--- src/rtl/gpio_irq_pkg.sv ---
package gpio_irq_pkg;
  localparam int NPORT = 3;  // index 0 = A, 1 = B, 2 = F
  localparam int PORT_F = 2;

  localparam logic [7:0] OFS_T1   [NPORT] = '{8'h90, 8'hAC, 8'h4C};
  localparam logic [7:0] OFS_T2   [NPORT] = '{8'h94, 8'hB0, 8'h50};
  localparam logic [7:0] OFS_EOI  [NPORT] = '{8'h98, 8'hB4, 8'h54};
  localparam logic [7:0] OFS_EN   [NPORT] = '{8'h9C, 8'hB8, 8'h58};
  localparam logic [7:0] OFS_STAT [NPORT] = '{8'hA0, 8'hBC, 8'h5C};
  localparam logic [7:0] OFS_DB   [NPORT] = '{8'hA8, 8'hC4, 8'h64};
  localparam logic [7:0] OFS_DATA [NPORT] = '{8'h00, 8'h04, 8'h30};
  localparam logic [7:0] OFS_DIR  [NPORT] = '{8'h10, 8'h14, 8'h34};

  typedef struct packed {
    logic t1;
    logic t2;
    logic eoi;
    logic en;
    logic db;
    logic data;
    logic dir;
  } wr_sel_t;
endpackage

--- src/rtl/gpio_tick_gen.sv ---
module gpio_tick_gen #(
  parameter int TICK_DIV = 4
) (
  input  logic clk_i,
  input  logic rst_ni,
  output logic tick_o
);
  if (TICK_DIV <= 1) begin : g_every
    assign tick_o = 1'b1;
  end else begin : g_div
    localparam int CW = $clog2(TICK_DIV);
    logic [CW-1:0] cnt_q;
    always_ff @(posedge clk_i or negedge rst_ni) begin
      if (!rst_ni)                          cnt_q <= '0;
      else if (cnt_q == CW'(TICK_DIV - 1))  cnt_q <= '0;
      else                                  cnt_q <= cnt_q + 1'b1;
    end
    assign tick_o = (cnt_q == CW'(TICK_DIV - 1));
  end
endmodule

--- src/rtl/gpio_in_filter.sv ---
module gpio_in_filter #(
  parameter int DB_TICKS = 4
) (
  input  logic clk_i,
  input  logic rst_ni,
  input  logic tick_i,
  input  logic db_en_i,
  input  logic pin_i,
  output logic sync_o,
  output logic filt_o
);
  localparam int CW = (DB_TICKS > 2) ? $clog2(DB_TICKS) : 1;

  logic          s1_q, s2_q;
  logic          stab_q;
  logic [CW-1:0] cnt_q;

  always_ff @(posedge clk_i or negedge rst_ni) begin
    if (!rst_ni) begin
      s1_q <= 1'b0;
      s2_q <= 1'b0;
    end else begin
      s1_q <= pin_i;
      s2_q <= s1_q;
    end
  end

  // stability counter: counts ticks while sync differs from filtered level
  always_ff @(posedge clk_i or negedge rst_ni) begin
    if (!rst_ni) begin
      stab_q <= 1'b0;
      cnt_q  <= '0;
    end else if (!db_en_i) begin
      stab_q <= s2_q;
      cnt_q  <= '0;
    end else if (s2_q == stab_q) begin
      cnt_q  <= '0;
    end else if (tick_i) begin
      if (cnt_q == CW'(DB_TICKS - 1)) begin
        stab_q <= s2_q;
        cnt_q  <= '0;
      end else begin
        cnt_q  <= cnt_q + 1'b1;
      end
    end
  end

  assign sync_o = s2_q;
  assign filt_o = db_en_i ? stab_q : s2_q;
endmodule

--- src/rtl/gpio_irq_port.sv ---
module gpio_irq_port
  import gpio_irq_pkg::*;
#(
  parameter int W        = 8,
  parameter int DB_TICKS = 4
) (
  input  logic         clk_i,
  input  logic         rst_ni,
  input  logic         tick_i,
  input  logic [W-1:0] pin_i,
  input  wr_sel_t      wr_i,
  input  logic [W-1:0] wdata_i,
  output logic [W-1:0] t1_o,
  output logic [W-1:0] t2_o,
  output logic [W-1:0] en_o,
  output logic [W-1:0] db_o,
  output logic [W-1:0] data_o,
  output logic [W-1:0] dir_o,
  output logic [W-1:0] rd_data_o,
  output logic [W-1:0] status_o
);
  logic [W-1:0] t1_q, t2_q, en_q, db_q, data_q, dir_q;
  logic [W-1:0] sync_w, filt_w, filt_q;
  logic [W-1:0] latch_q, latch_d, edge_hit, eoi_mask, level_st;

  always_ff @(posedge clk_i or negedge rst_ni) begin
    if (!rst_ni) begin
      t1_q   <= '0;
      t2_q   <= '0;
      en_q   <= '0;
      db_q   <= '0;
      data_q <= '0;
      dir_q  <= '0;
    end else begin
      if (wr_i.t1)   t1_q   <= wdata_i;
      if (wr_i.t2)   t2_q   <= wdata_i;
      if (wr_i.en)   en_q   <= wdata_i;
      if (wr_i.db)   db_q   <= wdata_i;
      if (wr_i.data) data_q <= wdata_i;
      if (wr_i.dir)  dir_q  <= wdata_i;
    end
  end

  for (genvar k = 0; k < W; k++) begin : g_pin
    gpio_in_filter #(.DB_TICKS(DB_TICKS)) i_filt (
      .clk_i  (clk_i),
      .rst_ni (rst_ni),
      .tick_i (tick_i),
      .db_en_i(db_q[k]),
      .pin_i  (pin_i[k]),
      .sync_o (sync_w[k]),
      .filt_o (filt_w[k])
    );
  end

  always_ff @(posedge clk_i or negedge rst_ni) begin
    if (!rst_ni) begin
      filt_q  <= '0;
      latch_q <= '0;
    end else begin
      filt_q  <= filt_w;
      latch_q <= latch_d;
    end
  end

  always_comb begin
    edge_hit = (filt_w & ~filt_q & t2_q) | (~filt_w & filt_q & ~t2_q);
    eoi_mask = wr_i.eoi ? wdata_i : '0;
    // a new edge in the clearing cycle wins over the clear
    latch_d  = en_q & t1_q & ((latch_q & ~eoi_mask) | edge_hit);
    level_st = en_q & ~t1_q & ~(filt_w ^ t2_q);
  end

  assign status_o  = (latch_q & t1_q & en_q) | level_st;
  assign rd_data_o = (dir_q & data_q) | (~dir_q & sync_w);
  assign t1_o      = t1_q;
  assign t2_o      = t2_q;
  assign en_o      = en_q;
  assign db_o      = db_q;
  assign data_o    = data_q;
  assign dir_o     = dir_q;
endmodule

--- src/rtl/gpio_irq_ctrl.sv ---
module gpio_irq_ctrl
  import gpio_irq_pkg::*;
#(
  parameter int W        = 8,
  parameter int AW       = 8,
  parameter int DB_TICKS = 4,
  parameter int TICK_DIV = 4
) (
  input  logic          clk_i,
  input  logic          rst_ni,
  input  logic [AW-1:0] bus_addr_i,
  input  logic          bus_wr_i,
  input  logic [W-1:0]  bus_wdata_i,
  output logic [W-1:0]  bus_rdata_o,
  input  logic [W-1:0]  gpio_a_i,
  output logic [W-1:0]  gpio_a_o,
  output logic [W-1:0]  gpio_a_oe_o,
  input  logic [W-1:0]  gpio_b_i,
  output logic [W-1:0]  gpio_b_o,
  output logic [W-1:0]  gpio_b_oe_o,
  input  logic [W-1:0]  gpio_f_i,
  output logic [W-1:0]  gpio_f_o,
  output logic [W-1:0]  gpio_f_oe_o,
  output logic          irq_ab_o,
  output logic [W-1:0]  irq_f_o
);
  logic         tick_w;
  logic [W-1:0] pin_w    [NPORT];
  wr_sel_t      wr_w     [NPORT];
  logic [W-1:0] t1_w     [NPORT];
  logic [W-1:0] t2_w     [NPORT];
  logic [W-1:0] en_w     [NPORT];
  logic [W-1:0] db_w     [NPORT];
  logic [W-1:0] data_w   [NPORT];
  logic [W-1:0] dir_w    [NPORT];
  logic [W-1:0] rd_w     [NPORT];
  logic [W-1:0] status_w [NPORT];

  gpio_tick_gen #(.TICK_DIV(TICK_DIV)) i_tick (
    .clk_i (clk_i),
    .rst_ni(rst_ni),
    .tick_o(tick_w)
  );

  assign pin_w[0] = gpio_a_i;
  assign pin_w[1] = gpio_b_i;
  assign pin_w[2] = gpio_f_i;

  for (genvar p = 0; p < NPORT; p++) begin : g_port
    always_comb begin
      wr_w[p].t1   = bus_wr_i && (bus_addr_i == AW'(OFS_T1[p]));
      wr_w[p].t2   = bus_wr_i && (bus_addr_i == AW'(OFS_T2[p]));
      wr_w[p].eoi  = bus_wr_i && (bus_addr_i == AW'(OFS_EOI[p]));
      wr_w[p].en   = bus_wr_i && (bus_addr_i == AW'(OFS_EN[p]));
      wr_w[p].db   = bus_wr_i && (bus_addr_i == AW'(OFS_DB[p]));
      wr_w[p].data = bus_wr_i && (bus_addr_i == AW'(OFS_DATA[p]));
      wr_w[p].dir  = bus_wr_i && (bus_addr_i == AW'(OFS_DIR[p]));
    end

    gpio_irq_port #(.W(W), .DB_TICKS(DB_TICKS)) i_port (
      .clk_i    (clk_i),
      .rst_ni   (rst_ni),
      .tick_i   (tick_w),
      .pin_i    (pin_w[p]),
      .wr_i     (wr_w[p]),
      .wdata_i  (bus_wdata_i),
      .t1_o     (t1_w[p]),
      .t2_o     (t2_w[p]),
      .en_o     (en_w[p]),
      .db_o     (db_w[p]),
      .data_o   (data_w[p]),
      .dir_o    (dir_w[p]),
      .rd_data_o(rd_w[p]),
      .status_o (status_w[p])
    );
  end

  always_comb begin
    bus_rdata_o = '0;
    for (int p = 0; p < NPORT; p++) begin
      if (bus_addr_i == AW'(OFS_T1[p]))   bus_rdata_o = t1_w[p];
      if (bus_addr_i == AW'(OFS_T2[p]))   bus_rdata_o = t2_w[p];
      if (bus_addr_i == AW'(OFS_EN[p]))   bus_rdata_o = en_w[p];
      if (bus_addr_i == AW'(OFS_DB[p]))   bus_rdata_o = db_w[p];
      if (bus_addr_i == AW'(OFS_STAT[p])) bus_rdata_o = status_w[p];
      if (bus_addr_i == AW'(OFS_DATA[p])) bus_rdata_o = rd_w[p];
      if (bus_addr_i == AW'(OFS_DIR[p]))  bus_rdata_o = dir_w[p];
    end
  end

  assign gpio_a_o    = data_w[0];
  assign gpio_a_oe_o = dir_w[0];
  assign gpio_b_o    = data_w[1];
  assign gpio_b_oe_o = dir_w[1];
  assign gpio_f_o    = data_w[2];
  assign gpio_f_oe_o = dir_w[2];

  assign irq_ab_o = (|status_w[0]) | (|status_w[1]);
  assign irq_f_o  = status_w[PORT_F];
endmodule

--- config.mk ---
export PLATFORM = sky130hd
export DESIGN_NAME = gpio_irq_ctrl
export DESIGN_NICKNAME = d
export VERILOG_FILES = /design/src/rtl/gpio_irq_pkg.sv /design/src/rtl/gpio_tick_gen.sv /design/src/rtl/gpio_in_filter.sv /design/src/rtl/gpio_irq_port.sv /design/src/rtl/gpio_irq_ctrl.sv
export SDC_FILE = /design/constraint.sdc
export NUM_CORES = 1
export LEC_CHECK = 0
export ABC_AREA = 1
export ABC_CLOCK_PERIOD_IN_PS = 4600
export BUFFER_PORTS_ARGS = -buffer_cell sky130_fd_sc_hd__clkbuf_2
export CAP_MARGIN = 20
export CORE_UTILIZATION = 55
export DETAILED_ROUTE_END_ITERATION = 7
export GPL_ROUTABILITY_DRIVEN = 1
export PLACE_DENSITY = 0.74
export SLEW_MARGIN = 10
export SYNTH_ARGS = -nofsm -noshare
export SYNTH_HDL_FRONTEND = slang
export SYNTH_SLANG_ARGS = --single-unit
--- constraint.sdc ---
create_clock -name clk_i -period 4.6 [get_ports clk_i]
set_input_delay 0.92 -clock clk_i [delete_from_list [all_inputs] [get_ports clk_i]]
set_output_delay 0.92 -clock clk_i [all_outputs]
set_load 0.01 [all_outputs]
# == Word-level counts from Yosys, hierarchy flattened ==
# Cells that the tools add are included.
# word_totals
inputBits,43
wordCells,679
regBits,314
out_inout_bits,65
# classes
muxes,241
bitwise_logic,76
eq_ne,168
n_addsub,25
reduce_logical,48
# ops
cell,n
$and A8 B8 Y8,39
$mux W2,97
$mux W8,24
$not A8 Y8,21
$ne A2 B2 Y1 const B,72
$mux W1,120
$eq A8 B8 Y1 const B,12
$or A8 B8 Y8,12
$ne A3 B3 Y1 const B,24
$reduce_and A3 Y1,24
$add A2 B1 Y2 const B,25
$eq A2 B2 Y1 const B,25
$eq A8 B7 Y1 const B,6
$eq A1 B1 Y1,24
$xor A8 B8 Y8,3
$logic_and A1 B1 Y1,21
$eq A8 B5 Y1 const B,2
$eq A8 B6 Y1 const B,2
$reduce_or A8 Y1,2
$eq A8 B3 Y1 const B,1
$logic_not A8 Y1,1
$or A1 B1 Y1,1

# == Logic depth before layout (Yosys ltp) ==
# logic_depth
depth_word,22
ltp_mapped,18
ltp_nobuf,18

# == Hierarchy ==
# Synthesis repeated with hierarchy kept, for this count alone.
# hier_totals
hier_cells,2114
hier_area_um2,16893.7
# by_module_without_submodules
mod,n_inst,area_per_inst_um2,seq_area_each_um2,cells_each
gpio_irq_port,3,2921.6,1601.5,310
gpio_in_filter at g_port[0].i_port.g_pin[0].i_filt ...,23,257.7,125.1,32
gpio_irq_ctrl,1,1894.3,0.0,413
gpio_in_filter at g_port[2].i_port.g_pin[7].i_filt,1,240.2,125.1,31
gpio_tick_gen,1,66.3,50.0,4

# == Least setup slack after synthesis ==
# Ideal clock, no wire load.
# synth_timing
path_type,input port to output port
start,input port bus_addr_i[1]
end,output port bus_rdata_o[3]
n_path_buf,1
arrival_time_ns,2.243
required_time_ns,3.680
slack_ns,1.437
path_stages,13
path_cell_list,nor2_1 -> nand3_1 -> nor2_1 -> buf_4 -> nand2_1 -> nand2_1 -> nand3_1 -> nand2_1 -> nand4_1 -> nand2_1 -> nand3_1 -> nor2_1 -> nand4_1
# synth_via
elab_chain_cells,22
word_cells_on_any_way,42
cone_classes,eq/ne: 20; mux: 21; reduce/logical: 1
# synth_lines
item,line_no,text
"start, declared",gpio_irq_ctrl.sv:11,"input logic [AW-1:0] bus_addr_i,"
$eq A8 B8 Y1,gpio_irq_ctrl.sv:81,if (bus_addr_i == AW'(OFS_T1[p])) bus_rdata_o = t1_w[p];
$mux W8,gpio_irq_ctrl.sv:81,
$mux W8,gpio_irq_ctrl.sv:82,if (bus_addr_i == AW'(OFS_T2[p])) bus_rdata_o = t2_w[p];
$mux W8,gpio_irq_ctrl.sv:83,if (bus_addr_i == AW'(OFS_EN[p])) bus_rdata_o = en_w[p];
$mux W8,gpio_irq_ctrl.sv:84,if (bus_addr_i == AW'(OFS_DB[p])) bus_rdata_o = db_w[p];
$mux W8,gpio_irq_ctrl.sv:85,if (bus_addr_i == AW'(OFS_STAT[p])) bus_rdata_o = status_w[p];
$mux W8,gpio_irq_ctrl.sv:86,if (bus_addr_i == AW'(OFS_DATA[p])) bus_rdata_o = rd_w[p];
$mux W8,gpio_irq_ctrl.sv:87,if (bus_addr_i == AW'(OFS_DIR[p])) bus_rdata_o = dir_w[p];
(+6 left out),--,
$mux W8,gpio_irq_ctrl.sv:87,
$mux W8,gpio_irq_ctrl.sv:81,
$mux W8,gpio_irq_ctrl.sv:82,
$mux W8,gpio_irq_ctrl.sv:83,
$mux W8,gpio_irq_ctrl.sv:84,
$mux W8,gpio_irq_ctrl.sv:85,
$mux W8,gpio_irq_ctrl.sv:86,
$mux W8 *,gpio_irq_ctrl.sv:87,
"end, declared",gpio_irq_ctrl.sv:14,"output logic [W-1:0] bus_rdata_o,"
# Mark *: on every way between the ends. The rest lies on a longest branch, timed or not.

# == Worst setup path after layout ==
# layout_timing
start,input port bus_addr_i[0]
end,output port bus_rdata_o[0]
# Same word-level chain as after synthesis.

==> metrics.md <==
| Metric | Value |
|---|---|
| Outcome | `finished with violations` |
| Violated checks | `design-rule violations` |
| Endpoints failing hold | `0` |
| Post-synthesis instance total | `1755` |
| Area contributors post-synth | `dfrtp_1 53%, nand2_1 12%, o21ai_0 7.9%, nand3_1 4.9%, inv_1 4.0%` |
| Detailed-route wire length per cell | `18.42 um` |
| Number of synthesized register bits | `314` |
| Share of power burned in registers | `0.473` |
| Yosys warns | `0` |
| Worst-path clk slew | `0.06 ns` |
| Multi-input gate area | `6132 um2` |
| Vias in the first global route | `12.26k` |
| Clock sinks | `314` |
| Sum Neg Setup Slack | `0 ns` |
| First-pass GRT wire length | `65640 um` |
| Top cell type's share of synthesized area | `0.5312` |
| Syn Area/Cell | `8.428 um2` |
| H-tree depth | `2` |
| TritonCTS Buffers | `35` |
| CP Launch Type | `input pin` |
| Largest net degree at the start of global routing | `102` |
| Clock power frac | `0.421` |
| Most area-hungry cell type in the Yosys netlist | `dfrtp_1` |
| Die area | `27550 um2` |
| Hold buffer count at cts | `0` |
| Worst slew pin tran | `1.036 ns` |
| Post-synthesis sequential area ratio | `0.5312` |
| Fraction of registers with async set/reset | `1.000` |
| Routed wire length | `41030 um` |
| WP data required | `3.68 ns` |
| Relative slew margins | `0.3058` |
| Clk Latency, worst-skew pair | `0.52 ns` |
| CTS resizes | `0` |
| CTS Buffer Depth | `3` |
| CP max stage cell | `nor3_2` |
| WS Path Type | `in -> out` |
| Clock skew | `0.01502 ns` |
| Post-DR vias/cell | `5.845` |
| Gp weighted congestion | `0.9837` |
| Int Power | `4937 uW` |
| Die width | `166.0 um` |
| Layout Nets | `1934` |
| Worst Hold Depth | `0` |
| ANT nets after route | `0` |
| Synthesis-to-layout area growth | `13.91%` |
| Fin Hold WS | `0.3367 ns` |
| Main synth FF type | `dfrtp_1` |
| HPWL after detailed placement | `28530 um` |
| Area of the mapped netlist | `14790 um2` |
| Crit end category | `primary output` |
| Sw frac | `0.2651` |
| Max Fclk | `0.2404 GHz` |
| Finished Layout Cells | `2228` |
| Post-CTS Setup Bufs | `0` |
| Final worst path period share | `0.9044` |
| Root buffer cell | `clkbuf_16` |
| Gate power share | `0.106` |
| Max stage delay on crit path | `0.66 ns` |
| Crit path cell chain | `clkbuf_2 -> inv_1 -> nand2_1 -> nor2_2 -> inv_2 -> nor3_2 -> o211ai_1 -> nand4_1 -> nand2_1 -> nand4_1 -> nand2_1 -> nand3_1 -> clkbuf_2` |
| Number of flops mapped to enable cells by yosys | `0` |
| Reg2reg path depth | `5` |
| Ant diodes | `0` |
| Worst Path Arrival | `3.24 ns` |
| Biggest register | `g_port.i_port.g_pin.i_filt.cnt_q` |
| Grt ovf | `0` |
| GRT Overall Usage | `0.3034` |
| Crit Path Max Fanout | `9` |
| DRT iter0 DRCs | `1338` |
| Die Height | `166.0 um` |
| Psw | `1781 uW` |
| LEAKAGE | `0.007777 uW` |
| Number of max-cap violations | `0` |
| Power Density | `398.7 nW/um2` |
| IO buf count | `107` |
| Core ar. | `26210 um2` |
| Count of final setup violators | `0` |
| Antenna violations before repair | `0` |
| Initial core utilization | `0.5644` |
| Max reg flops | `48` |
| First-pass DRT Iterations | `7` |
| Layout fillers | `2159` |
| CP dominant cell by count | `nand2_1` |
| Worst VDD drop | `0.2599 mV` |
| Placed cell count | `2163` |
| Fin. max-slew vios | `0` |
| Minimum clock period | `4.160 ns` |
| Layout Utilization | `0.6430` |
| CTS tree | `yes` |
| Finished Cell Area | `16850 um2` |
| Row count | `59` |
| Number of remaining DRC errors | `3` |
| Routed vias | `13.02k` |
| Dpl cell area | `15680 um2` |
| Boundary pin count | `108` |
| Hold crit path type | `reg -> reg` |
| Share of layout cells above drive strength 1 | `0.1162` |
| Distinct cells, synth | `42` |
| RSZ-0062 raised after global routing | `false` |
| Storage cell area | `7858 um2` |
| Syn nets | `1823` |
[worst max-delay path: cells and delay by family]
kind            cells  cell delay (ns)
compound gates      1             0.23
buf+inv             4             0.40
simple gates        8             1.70
[metal layers]
metal / wire length [um] / part of all wire / GRT usage
met5: 0 / 0 / 0
met4: 1356 / 0.033 / 0.1089
met3: 3546 / 0.086 / 0.05696
met2: 19340 / 0.47 / 0.4979
met1: 16790 / 0.41 / 0.4043
[synthesized netlist by cell type (4+ instances only)]
master,count
a2111oi_0,4
a21oi_1,59
a31oi_1,7
buf_1,5
clkbuf_1,33
dfrtp_1,314
ha_1,25
inv_1,157
inv_2,7
nand2_1,460
nand3_1,145
nand4_1,24
nor2_1,101
nor2_2,8
nor3_1,15
nor3b_1,9
nor4_1,8
o211ai_1,38
o21ai_0,233
o22ai_1,8
o31ai_1,5
or2_2,17
xnor2_1,42
[logic make-up (layout without fill, tap and decap cells)]
group,Yosys count,in the layout,synth area share
mux,1,1,0.0007612
simple gates,798,798,0.2325
xor+xnor,43,43,0.02546
buf+inv,210,348,0.05439
compound gates,364,364,0.1345
flops,314,314,0.5312
fa+ha+maj,25,25,0.02115
[stage by stage]
step	setup slack (ns)	power, uW
after floorplan	1.437	3629
after global placement	0.7516	3887
after detailed placement	0.6154	3925
after CTS	0.5360	6742
after global routing	0.3655	6987
final	0.4395	6719
[power groups by stage]
stage	logic (uW)	clock network, uW	registers, uW
after floorplan	451	0	3180
after global placement	674	0	3210
after detailed placement	705	0	3220
after CTS	710	2860	3180
after global routing	807	2970	3210
final	711	2830	3180
[final timing paths]
| kind | slack (ns) | endpoint | start |
|---|---|---|---|
| max | 0.44 | bus_rdata_o[0] | bus_addr_i[0] |
| min | 0.34 | g_port[1].i_port.g_pin[6].i_filt.sync_o | g_port[1].i_port.g_pin[6].i_filt.s1_q |
| max reg2reg | 2.63 | g_port[2].i_port.g_pin[7].i_filt.stab_q | i_tick.g_div.cnt_q[0] |
| min reg2reg | 0.34 | g_port[1].i_port.g_pin[6].i_filt.sync_o | g_port[1].i_port.g_pin[6].i_filt.s1_q |
| max in group asynchronous | 3.23 | g_port[2].i_port.db_o[2] | rst_ni |
| min in group asynchronous | 0.36 | g_port[0].i_port.filt_q[7] | rst_ni |
[layout by cell type (no fill, tap or decap), types with 3 or more instances in the layout]
cell type and count:
nor4_1 8, xnor2_1 42, a2111oi_0 4, o211ai_1 38
buf_4 10, o22ai_1 8, inv_6 3, clkbuf_8 7
clkinv_2 7, nand3_1 145, o31ai_1 5, o21ai_0 233
clkbuf_1 8, inv_2 7, clkbuf_16 35, nor3_1 15
a21oi_1 59, nor2_1 101, nor3_2 3, dfrtp_1 314
or2_2 17, clkbuf_2 106, a31oi_1 7, a211oi_1 3
inv_1 157, nand2_2 3, nand4_1 24, nand2_1 460
nor3b_1 9, nor2_2 8, bufinv_16 3, ha_1 24
[area by class of cell]
class,instances,area share
clock buffer,50,0.05948
timing repair buffer,119,0.03921
clock inverter,14,0.009430
sequential,314,0.4663
multi-input combinational,1231,0.3639
tap,335,0.02488
inverter,165,0.03676
No activity file was read; power rests on OpenSTA's default activity.
